==> src/rtl/bus_err_monitor.sv <==
module bus_err_monitor #(
  parameter int AW = 16,
  parameter int TW = 8,
  parameter logic [TW-1:0] THR_RST = 8'd16
) (
  input  logic          clk,
  input  logic          rst_n,
  input  logic          m_req,
  input  logic [AW-1:0] m_addr,
  input  logic          m_burst,
  output logic          m_ready,
  output logic          m_err,
  output logic          s_req,
  input  logic          s_ready,
  input  logic          reg_wr,
  input  logic [2:0]    reg_addr,
  input  logic [AW-1:0] reg_wdata,
  output logic [AW-1:0] reg_rdata,
  output logic          irq
);
  localparam int PAD = AW - TW - 2;

  logic          en, nen;
  logic [TW-1:0] thr, cnt;
  logic [AW-1:0] base, limit, st_addr;
  logic          st_ill, st_tmo, st_burst;
  logic          bad, tmo, err_ev, locked, clr;

  assign bad    = en & m_req & ((m_addr < base) | (m_addr > limit));
  assign tmo    = en & m_req & ~bad & (cnt == thr);
  assign err_ev = bad | tmo;
  assign s_req  = m_req & ~bad;
  assign m_err  = err_ev;
  assign m_ready = m_req & (err_ev | s_ready);
  assign locked = st_ill | st_tmo;
  assign clr    = reg_wr & (reg_addr == 3'd3) & |(reg_wdata[1:0] & {st_tmo, st_ill});
  assign irq    = nen & locked;

  always_ff @(posedge clk or negedge rst_n) begin
    if (!rst_n)                        cnt <= '0;
    else if (!en || !m_req || m_ready) cnt <= '0;
    else                               cnt <= cnt + 1'b1;
  end

  always_ff @(posedge clk or negedge rst_n) begin
    if (!rst_n) begin
      en    <= 1'b0;
      nen   <= 1'b0;
      thr   <= THR_RST;
      base  <= '0;
      limit <= '1;
    end else if (reg_wr) begin
      case (reg_addr)
        3'd0: begin
          en  <= reg_wdata[0];
          nen <= reg_wdata[1];
          thr <= reg_wdata[AW-1 -: TW];
        end
        3'd1: base  <= reg_wdata;
        3'd2: limit <= reg_wdata;
        default: ;
      endcase
    end
  end

  always_ff @(posedge clk or negedge rst_n) begin
    if (!rst_n) begin
      st_ill   <= 1'b0;
      st_tmo   <= 1'b0;
      st_burst <= 1'b0;
      st_addr  <= '0;
    end else if (err_ev && (!locked || clr)) begin
      st_ill   <= bad;
      st_tmo   <= tmo;
      st_burst <= m_burst;
      st_addr  <= m_addr;
    end else if (clr) begin
      st_ill   <= 1'b0;
      st_tmo   <= 1'b0;
      st_burst <= 1'b0;
    end
  end

  always_comb begin
    case (reg_addr)
      3'd0:    reg_rdata = {thr, {PAD{1'b0}}, nen, en};
      3'd1:    reg_rdata = base;
      3'd2:    reg_rdata = limit;
      3'd3:    reg_rdata = {{(AW-3){1'b0}}, st_burst, st_tmo, st_ill};
      3'd4:    reg_rdata = st_addr;
      default: reg_rdata = '0;
    endcase
  end
endmodule

==> config.mk <==
export PLATFORM = sky130hd
export DESIGN_NAME = bus_err_monitor
export DESIGN_NICKNAME = d
export VERILOG_FILES = /design/src/rtl/bus_err_monitor.sv
export SDC_FILE = /design/constraint.sdc
export NUM_CORES = 1
export LEC_CHECK = 0
export ABC_AREA = 1
export BUFFER_PORTS_ARGS = -buffer_cell sky130_fd_sc_hd__buf_2
export CORE_MARGIN = 2
export CORE_UTILIZATION = 30
export DETAILED_ROUTE_END_ITERATION = 6
export PLACE_DENSITY_LB_ADDON = 0.12
export SETUP_SLACK_MARGIN = 0.3
export SLEW_MARGIN = 5
export SYNTH_ARGS = -nofsm -noshare
export SYNTH_HDL_FRONTEND = slang
export SYNTH_SLANG_ARGS = --single-unit
==> constraint.sdc <==
create_clock -name clk -period 2.8 [get_ports clk]
set_input_delay 0 -clock clk [delete_from_list [all_inputs] [get_ports clk]]
set_output_delay 0 -clock clk [all_outputs]
set_load 0.02 [all_outputs]
; ---- Word-level counts from Yosys, hierarchy flattened
; Index checks and enable logic that the tools add are counted.
[totals]
ff_bits = 69
in_bits = 41
out_inout_bits = 20
wordCells = 52
[op_classes]
addsub = 1
magnitude_cmp = 2
eq_ne = 5
mux = 6
bitwise_logic = 15
reduce_logical = 13
[ops]
columns = cell, count
row1 = $pmux W16 S5, 1
row2 = $gt A16 B16 Y1, 1
row3 = $lt A16 B16 Y1, 1
row4 = $and A1 B1 Y1, 9
row5 = $add A8 B1 Y8 const B, 1
row6 = $eq A8 B8 Y1, 1
row7 = $mux W8, 1
row8 = $eq A3 B2 Y1 const B, 2
row9 = $reduce_and A2 Y1, 3
row10 = $mux W1, 4
row11 = $or A1 B1 Y1, 4
row12 = $eq A3 B1 Y1 const B, 1
row13 = $eq A3 B3 Y1 const B, 1
row14 = $logic_not A1 Y1, 3
row15 = $logic_not A3 Y1, 1
row16 = $logic_or A1 B1 Y1, 3
row17 = $and A2 B2 Y2, 1
row18 = $reduce_bool A2 Y1, 1
row19 = $reduce_or A2 Y1, 1
row20 = $logic_and A1 B1 Y1, 1
row21 = $not A1 Y1, 1

; ---- Depth between registers and ports, before layout
; Gate-level depths: netlist of run 1.
[depth]
word_depth = 11
mapped_depth = 19
ltp_nobuf = 18

; ---- Least setup slack after synthesis of run 1
; Ideal clock, no wire load.
[synth_timing]
kind = register to register
from = reg limit[7]
to = reg st_addr[10]
setup_time_ns = 0.116
arrival_time_ns = 1.864
t_required_ns = 2.684
slack_ns = 0.819
stages_incl_launch_ff = 16
path_buffers = 2
path_cell_list = dfstp_2 -> inv_1 -> ha_1 -> a21o_1 -> nor2_1 -> nand2_1 -> nand2_1 -> nand2_1 -> nand2_2 -> nand2_2 -> nand2_4 -> nand2_4 -> buf_8 -> buf_12 -> nand3_2 -> nand2_1
[synth_between]
elab_chain_len = 8
[synth_rtl]
columns = item, line_no
row1 = from (decl), 25  ; logic [AW-1:0] base, limit, st_addr;
row2 = from (signal assigned), 60  ; 3'd2: limit <= reg_wdata;
row3 = $gt A16 B16 Y1 (*), 29  ; assign bad = en & m_req & ((m_addr < base) | (m_addr > limit));
row4 = $or A1 B1 Y1 (*), 29
row5 = $and A1 B1 Y1 (*), 29
row6 = $not A1 Y1, 30  ; assign tmo = en & m_req & ~bad & (cnt == thr);
row7 = $and A1 B1 Y1 (2 in series), 30
row8 = $or A1 B1 Y1 (*), 31  ; assign err_ev = bad | tmo;
row9 = net m_err, 12  ; output logic m_err,
row10 = $logic_and A1 B1 Y1 (*), 72  ; end else if (err_ev && (!locked || clr)) begin
row11 = to (signal assigned), 76  ; st_addr <= m_addr;
row12 = to (decl), 25
; The timed path passes the listed nets; every way through them passes the cells marked *.
; A chain may end at the register's enable or synchronous reset.

; ---- Worst setup path in the final report of run 1
[layout_timing]
from = reg limit[15]
to = out m_ready
[layout_between]
elab_chain_len = 9
[layout_rtl]
columns = item, line_no
row1 = $gt A16 B16 Y1 (*), 29
row2 = $or A1 B1 Y1 (*), 29
row3 = $and A1 B1 Y1 (*), 29
row4 = $not A1 Y1, 30
row5 = $and A1 B1 Y1 (2 in series), 30
row6 = $or A1 B1 Y1 (*), 31
row7 = $or A1 B1 Y1 (*), 34  ; assign m_ready = m_req & (err_ev | s_ready);
row8 = $and A1 B1 Y1 (*), 34
row9 = to (decl), 11  ; output logic m_ready,
; Every way passes the cells marked *; elsewhere a longest branch is shown, timed or not.

==> insert_results.sql, run 1 <==
INSERT INTO impl_metrics (metric_group, metric, value, unit) VALUES
('placed_design', 'dp_cells', '739', ''),
('drt', 'first_pass_iters', '4', ''),
('worst_setup_path', 'worst-r2r-setup-slack', '0.49', 'ns'),
('sta', 'rsz0062_at_grt', 'false', ''),
('placed_design', 'hpwl', '8360', 'um'),
('power', 'total_leakage_power', '2.69', 'nW'),
('logic_synthesis', 'count_of_flip_flops_with_a_built_in_enable_after_synthesis', '0', ''),
('cells_and_area', 'fin_area', '0.00547', 'mm^2'),
('worst_setup_path', 'max_stage_delay', '0.55', 'ns'),
('cts', 'cts_tree', 'built', ''),
('grt', 'grt_antenna_before_repair', '0', ''),
('sta', 'maximum_achievable_frequency', '420', 'MHz'),
('cells_and_area', 'final-instance-count-excl-fill', '800', ''),
('floorplan', 'design.die.area', '0.0147', 'mm^2'),
('cells_and_area', 'insertedDiodeCount', '0', ''),
('placed_design', 'port_buffers', '60', ''),
('cts', 'root_buffer', 'sky130_fd_sc_hd__clkbuf_16', ''),
('worst_setup_path', 'crit_path_cell_trace', 'inv_1 > ha_1 > a21oi_2 > o21ai_0 > a21oi_1 > nand2_2 > nand2_4 > nand2_4 > nand2_8 > nand2_8 > o21bai_4 > inv_1 > buf_6', ''),
('worst_hold_path', 'worst_hold_path.endpoint', 'st_ill$_DFFE_PN0P_', ''),
('floorplan', 'initial_utilization', '30.9', '%'),
('power', 'p_sw_share', '35.5', '%'),
('sta', 'slew-limit-headroom', '22.0', '%'),
('worst_hold_path', 'hold_path.startpoint', 'reg_wr', ''),
('sta', 'final-max-slew-violation-count', '0', ''),
('floorplan', 'pin_count', '61', ''),
('grt', 'grt.total_usage', '16.8', '%'),
('worst_setup_path', 'worst_setup_path_end_kind', 'output pin', ''),
('worst_setup_path', 'crit_path_start', 'limit[15]$_DFFE_PN1P_', ''),
('sta', 'final-hold-violation-count', '0', ''),
('cts', 'cts_made_buffers', '9', ''),
('sta', 'timing.final.crit_share', '85.0', '%'),
('cells_and_area', 'final_layout_size_suffix_gt1_share', '25.5', '%'),
('worst_setup_path', 'crit_path_start_kind', 'flip-flop', ''),
('drt', 'drc_errors', '0', ''),
('power', 'cellInternalPower', '2.30', 'mW'),
('sta', 'worst_setup_skew_after_layout', '0.00624', 'ns'),
('worst_setup_path', 'timing.rr.start', 'limit[9]$_DFFE_PN1P_', ''),
('power', 'power_density', '651', 'mW/mm^2'),
('worst_setup_path', 'crit_path_top_delay_cell', 'sky130_fd_sc_hd__dfstp_2', ''),
('worst_hold_path', 'hold_depth', '4', ''),
('logic_synthesis', 'dominantRegCellSynth', 'sky130_fd_sc_hd__dfrtp_1', ''),
('logic_synthesis', 'synth_cell_types', '38', ''),
('worst_setup_path', 'crit_required', '2.80', 'ns'),
('cts', 'clock_sink_count', '69', ''),
('power', 'p_seq_share', '40.8', '%'),
('worst_setup_path', 'arrival', '2.38', 'ns'),
('drt', 'routed_wirelength', '11800', 'um'),
('grt', 'grt_pass1_vias', '3543', ''),
('floorplan', 'height_of_the_die', '121', 'um'),
('cells_and_area', 'final_net_count', '692', ''),
('power', 'finalPower', '3.56', 'mW'),
('worst_setup_path', 'r2r_end', 'st_addr[14]$_DFFE_PN0P_', ''),
('cells_and_area', 'most-common-layout-cells', 'sky130_fd_sc_hd__nand2_1, sky130_fd_sc_hd__inv_1, sky130_fd_sc_hd__buf_2', ''),
('power', 'clock_power_share', '28.8', '%'),
('sta', 'total_of_endpoints_with_negative_setup_slack_in_the_final_report', '0', ''),
('cts', 'clkSlewWorstSetupHoldPaths', '0.06', 'ns'),
('sta', 'final.min_clock_period', '2.38', 'ns'),
('logic_synthesis', 'synth-async-reset-ratio', '100', '%'),
('logic_synthesis', 'postSynthCellCount', '514', ''),
('outcome', 'run_status', 'completed', ''),
('cts', 'insertion_delay', '0.35', 'ns'),
('grt', 'global_route_congestion_overflow_total', '0', ''),
('worst_setup_path', 'critical_path.max_fanout', '5', ''),
('grt', 'largest_net_degree_at_the_start_of_global_routing', '70', ''),
('drt', 'vias_per_cell', '4.54', ''),
('drt', 'vias', '3633', ''),
('power', 'switching_power', '1.26', 'mW'),
('cells_and_area', 'syn2layout_area_growth', '33.0', '%'),
('sta', 'tightest_slew', '1.17', 'ns'),
('sta', 'fin_tns_setup', '0', 'ns'),
('job', 'maxCapViolCount', '0', '');
==> worst max-delay path by stage <==
stage | to | slack, ns | cells after the start
floorplan | st_addr[10]$_DFFE_PN0P_ | 0.82 | 15
global placement | st_addr[12]$_DFFE_PN0P_ | 0.45 | 15
detailed placement | st_addr[3]$_DFFE_PN0P_ | 0.42 | 15
CTS | m_ready | 0.32 | 14
global route | st_addr[0]$_DFFE_PN0P_ | 0.30 | 14
finish | m_ready | 0.42 | 13
==> power groups by stage <==
stage | clock network, mW | logic (mW) | registers (mW)
after floorplan | 0 | 0.678 | 1.40
after global placement | 0 | 0.902 | 1.46
after detailed placement | 0 | 0.922 | 1.46
after CTS | 1.05 | 0.968 | 1.45
after global routing | 1.10 | 1.24 | 1.49
final | 1.03 | 1.08 | 1.46
==> synthesized netlist by cell type (all sizes together) (6+ instances only) <==
cell type  number  area share (%)
clkbuf         11             1.0
dfstp          17              11
xnor2           6             1.3
o21ai          51             6.3
dfrtp          52              32
nand3          26             4.4
nor3            7            0.97
nor2           21             2.0
o2111ai        10             2.1
nand2         165              16
a21oi          16             1.9
ha             32             9.7
inv            76             6.9
==> cells by family after synthesis <==
family,share of synthesized area [%]
simple gates,23.8
buf+inv,9.46
compound gates,12.8
flops,42.5
fa+ha+maj,9.74
xor+xnor,1.70
==> worst max-delay path, delay by kind of cell, from the launching register on <==
kind / cells / cell delay (ns)
compound gates: 4 / 0.51
fa+ha+maj: 1 / 0.31
buf+inv: 3 / 0.23
flops: 1 / 0.55
simple gates: 5 / 0.42
==> sequential cells by signal (all words and copies together), names as in the netlist <==
signal    cells
en            1
limit        16
st_burst      1
thr           8
nen           1
st_ill        1
base         16
cnt           8
st_addr      16
st_tmo        1
==> through the flow <==
step                hold WS (ns)  setup slack, ns  utilization [%]
floorplan                 -0.296            0.819                -
global placement           0.240            0.453             34.5
detailed placement         0.246            0.425             34.5
CTS                       0.0934            0.321             39.1
global route               0.122            0.295             41.2
finish                     0.101            0.421             41.2
==> per-layer routing <==
metal	vias to the layer above	share of wire, %	GRT usage (%)
li1	1875	-	-
met1	1687	50	23.6
met2	61	46	25.9
met3	10	3.7	4.42
met4	0	0.89	3.92
met5	-	0	0
==> repair_timing <==
action,in CTS,in global routing
cloned,0,2
gates resized for setup,3,34
buffers inserted,0,9
hold buffers,34,0
pin swaps,0,11
endpoints found under the hold margin,108,0
setup endpoints to repair,1,22
==> layout make-up <==
class	count	area, um^2
Clock buffer	10	229
Clock inverter	6	30.0
Fill cell	1396	7820
Inverter	77	289
Multi-Input combinational cell	354	2190
Sequential cell	69	1750
Tap cell	176	220
Timing Repair Buffer	108	764
No activity file was read; power rests on OpenSTA's default activity.
==> inputs of run 2 (changes only) <==
==> constraint.sdc (replaced) <==
create_clock -name clk -period 1.94 [get_ports clk]
set_input_delay 0 -clock clk [delete_from_list [all_inputs] [get_ports clk]]
set_output_delay 0 -clock clk [all_outputs]
set_load 0.02 [all_outputs]
==> insert_results.sql, run 2 (synthesis results as in run 1) <==
INSERT INTO impl_metrics (metric_group, metric, value, unit) VALUES
('outcome', 'run_status', 'finished with violations', ''),
('outcome', 'violated_checks', 'negative setup slack', ''),
('placed_design', 'port_buffers', '60', ''),
('floorplan', 'core_area', '0.0133', 'mm^2'),
('cells_and_area', 'final_util', '43.8', '%'),
('grt', 'largest_net_degree_at_the_start_of_global_routing', '30', ''),
('worst_setup_path', 'crit_required', '1.94', 'ns'),
('grt', 'gr-max-usage-layer', 'met2', ''),
('sta', 'rsz0062_at_grt', 'true', ''),
('drt', 'drc_errors', '0', ''),
('floorplan', 'initial_utilization', '30.9', '%'),
('sta', 'final.min_clock_period', '2.36', 'ns'),
('floorplan', 'die_w', '121', 'um'),
('grt', 'gr-usage-met1', '23.9', '%'),
('worst_setup_path', 'crit_path_start_kind', 'flip-flop', ''),
('drt', 'dr.first_iter.drc_count', '202', ''),
('sta', 'postLayoutSetupSlackWorst', '-0.418', 'ns'),
('power', 'power.combinational.fraction', '31.6', '%'),
('worst_setup_path', 'max_stage_delay', '0.53', 'ns'),
('drt', 'vias', '3749', ''),
('grt', 'grt_antenna_before_repair', '0', ''),
('cts', 'insertion_delay', '0.34', 'ns'),
('cts', 'clkSlewWorstSetupHoldPaths', '0.06', 'ns'),
('cts', 'clockBufferDepth', '2', ''),
('sta', 'timing.final.crit_share', '122', '%'),
('worst_setup_path', 'critPathKind', 'reg -> out', ''),
('worst_setup_path', 'crit_path_top_delay_cell', 'sky130_fd_sc_hd__dfstp_2', ''),
('grt', 'grt_pass1_vias', '3780', ''),
('drt', 'routed_wirelength', '12200', 'um'),
('sta', 'total_of_endpoints_with_negative_setup_slack_in_the_final_report', '28', ''),
('worst_setup_path', 'worst_setup_path_end_kind', 'output pin', ''),
('drt', 'drt.antenna.violating_nets', '0', ''),
('placed_design', 'hpwl', '8940', 'um'),
('sta', 'slew-limit-headroom', '34.0', '%'),
('cells_and_area', 'final_net_count', '714', ''),
('worst_setup_path', 'critical_path.max_fanout', '2', ''),
('cts', 'cts_made_buffers', '9', ''),
('grt', 'grt.total_usage', '17.7', '%'),
('grt', 'global_route_congestion_overflow_total', '0', ''),
('sta', 'final-hold-violation-count', '0', ''),
('job', 'maxCapViolCount', '0', ''),
('power', 'cellInternalPower', '3.79', 'mW'),
('power', 'p_sw_share', '33.6', '%'),
('floorplan', 'height_of_the_die', '121', 'um'),
('power', 'total_leakage_power', '2.82', 'nW'),
('placed_design', 'routabilityCongestion', '0.806', ''),
('drt', 'vias_per_cell', '4.56', ''),
('floorplan', 'design.die.area', '0.0147', 'mm^2'),
('cells_and_area', 'layout_commonest_cell', 'sky130_fd_sc_hd__nand2_1', ''),
('sta', 'maximum_achievable_frequency', '424', 'MHz'),
('cells_and_area', 'leading_registers_by_flop_count', 'base (16), limit (16), st_addr (16)', ''),
('drt', 'post_drt_wl_per_cell', '14.8', 'um'),
('cells_and_area', 'syn2layout_area_growth', '41.7', '%'),
('power', 'power_density', '980', 'mW/mm^2'),
('worst_hold_path', 'hold_wc_path_type', 'in -> reg', ''),
('cts', 'cts_tree', 'built', ''),
('grt', 'globalRouteMet3Util', '4.51', '%'),
('sta', 'worst_setup_skew_after_layout', '0.00719', 'ns'),
('cts', 'clock_sink_count', '69', ''),
('power', 'switching_power', '1.92', 'mW'),
('placed_design', 'dp_cells', '766', ''),
('cells_and_area', 'final-instance-count-excl-fill', '822', ''),
('cts', 'cts_htree_levels', '3', ''),
('cells_and_area', 'fin_area', '0.00583', 'mm^2'),
('worst_setup_path', 'worst-r2r-setup-slack', '-0.24', 'ns'),
('sta', 'minimum_hold_slack', '0.00515', 'ns'),
('cells_and_area', 'most-common-layout-cells', 'sky130_fd_sc_hd__nand2_1, sky130_fd_sc_hd__inv_1, sky130_fd_sc_hd__buf_2', ''),
('cells_and_area', 'final_layout_size_suffix_gt1_share', '32.2', '%'),
('floorplan', 'pin_count', '61', ''),
('worst_setup_path', 'arrival', '2.36', 'ns'),
('drt', 'first_pass_iters', '4', ''),
('grt', 'met2_usage', '28.6', '%'),
('sta', 'final-max-slew-violation-count', '0', ''),
('cells_and_area', 'insertedDiodeCount', '0', ''),
('power', 'max-vdd-ir-drop', '0.510', 'mV'),
('floorplan', 'num_rows', '42', ''),
('power', 'p_seq_share', '36.8', '%'),
('power', 'clock_power_share', '31.7', '%'),
('sta', 'tightest_slew', '0.990', 'ns'),
('worst_setup_path', 'crit_path_cell_trace', 'inv_2 > ha_4 > nand2_1 > nand2_1 > nand3_1 > nand2_1 > a21oi_1 > nand2_1 > nand2_2 > nand2_2 > nand2_4 > nand2_4 > buf_4 > o21bai_1 > inv_1 > buf_6', ''),
('cts', 'root_buffer', 'sky130_fd_sc_hd__clkbuf_16', ''),
('grt', 'wire_length_of_the_first_global_routing_pass', '19900', 'um'),
('worst_setup_path', 'path_common_cell', 'sky130_fd_sc_hd__nand2_1', ''),
('placed_design', 'post_dp_cell_area', '0.00490', 'mm^2');
[run 2: cell types whose count changed in the layout (fill, tap and decap cells not counted), moves of 5 or more]
| cell | change |
|---|---|
| sky130_fd_sc_hd__buf_4 | +16 |
| sky130_fd_sc_hd__clkinv_2 | -6 |
| sky130_fd_sc_hd__inv_1 | -5 |
| sky130_fd_sc_hd__inv_2 | +5 |
| sky130_fd_sc_hd__nand2_1 | -12 |
| sky130_fd_sc_hd__nand2_2 | +14 |
| sky130_fd_sc_hd__nand3_1 | -5 |
| sky130_fd_sc_hd__nand3_2 | +6 |
[run 2: power by group through the flow]
stage	clock network [mW]	registers, mW	logic [mW]
finish	1.81	2.10	1.80
CTS	1.86	2.10	1.80
floorplan	0	2.03	1.02
detailed placement	0	2.10	1.54
global route	1.92	2.15	2.03
global placement	0	2.09	1.52
[run 2: layout make-up]
class	instances	area (um^2)
tap	176	220
inverter	77	289
timing repair buffer	130	1020
multi-input combinational	354	2220
sequential	69	1750
fill	1340	7470
clock buffer	11	243
clock inverter	5	83.8
[run 2: what timing repair did]
item / CTS / global route
setup buffers: 5 / 0
setup endpoints to repair: 30 / 30
pin swaps: 27 / 3
hold buffers: 32 / 0
gates cloned: 3 / 0
endpoints found under the hold margin: 62 / 0
resized for setup: 46 / 11
[run 2: path summary, 6_finish.rpt]
kind                                           end                    start  cells after the start
setup / recovery                           m_ready     limit[9]$_DFFE_PN1P_                     16
hold / removal               limit[15]$_DFFE_PN1P_            reg_wdata[15]                      3
setup reg to reg            st_addr[3]$_DFFE_PN0P_     limit[3]$_DFFE_PN1P_                     19
hold reg to reg            st_addr[15]$_DFFE_PN0P_  st_addr[15]$_DFFE_PN0P_                      2
max in group asynchronous     limit[8]$_DFFE_PN1P_                    rst_n                      3
min in group asynchronous      base[5]$_DFFE_PN0P_                    rst_n                      2
[run 2: stage by stage]
stage	setup slack, ns	setup TNS [ns]	power [mW]
3_5_place_dp	-0.219	-4.00	3.64
3_3_place_gp	-0.191	-4.08	3.61
5_1_grt	-0.584	-9.82	6.10
2_1_floorplan	-0.0246	-0.221	3.05
6_report	-0.418	-5.60	5.71
4_1_cts	-0.446	-6.19	5.76
[run 2: worst max-delay path: cells and delay by family (launching register included)]
| family | cells | cell delay, ns |
|---|---|---|
| simple gates | 9 | 0.62 |
| flops | 1 | 0.53 |
| buf+inv | 4 | 0.37 |
| compound gates | 2 | 0.27 |
| fa+ha+maj | 1 | 0.24 |
[run 2: routing by layer]
| metal | routed length (um) | part of all wire [%] |
|---|---|---|
| met1 | 5880 | 48 |
| met2 | 5670 | 47 |
| met3 | 502 | 4.1 |
| met4 | 121 | 0.99 |
| met5 | 0 | 0 |
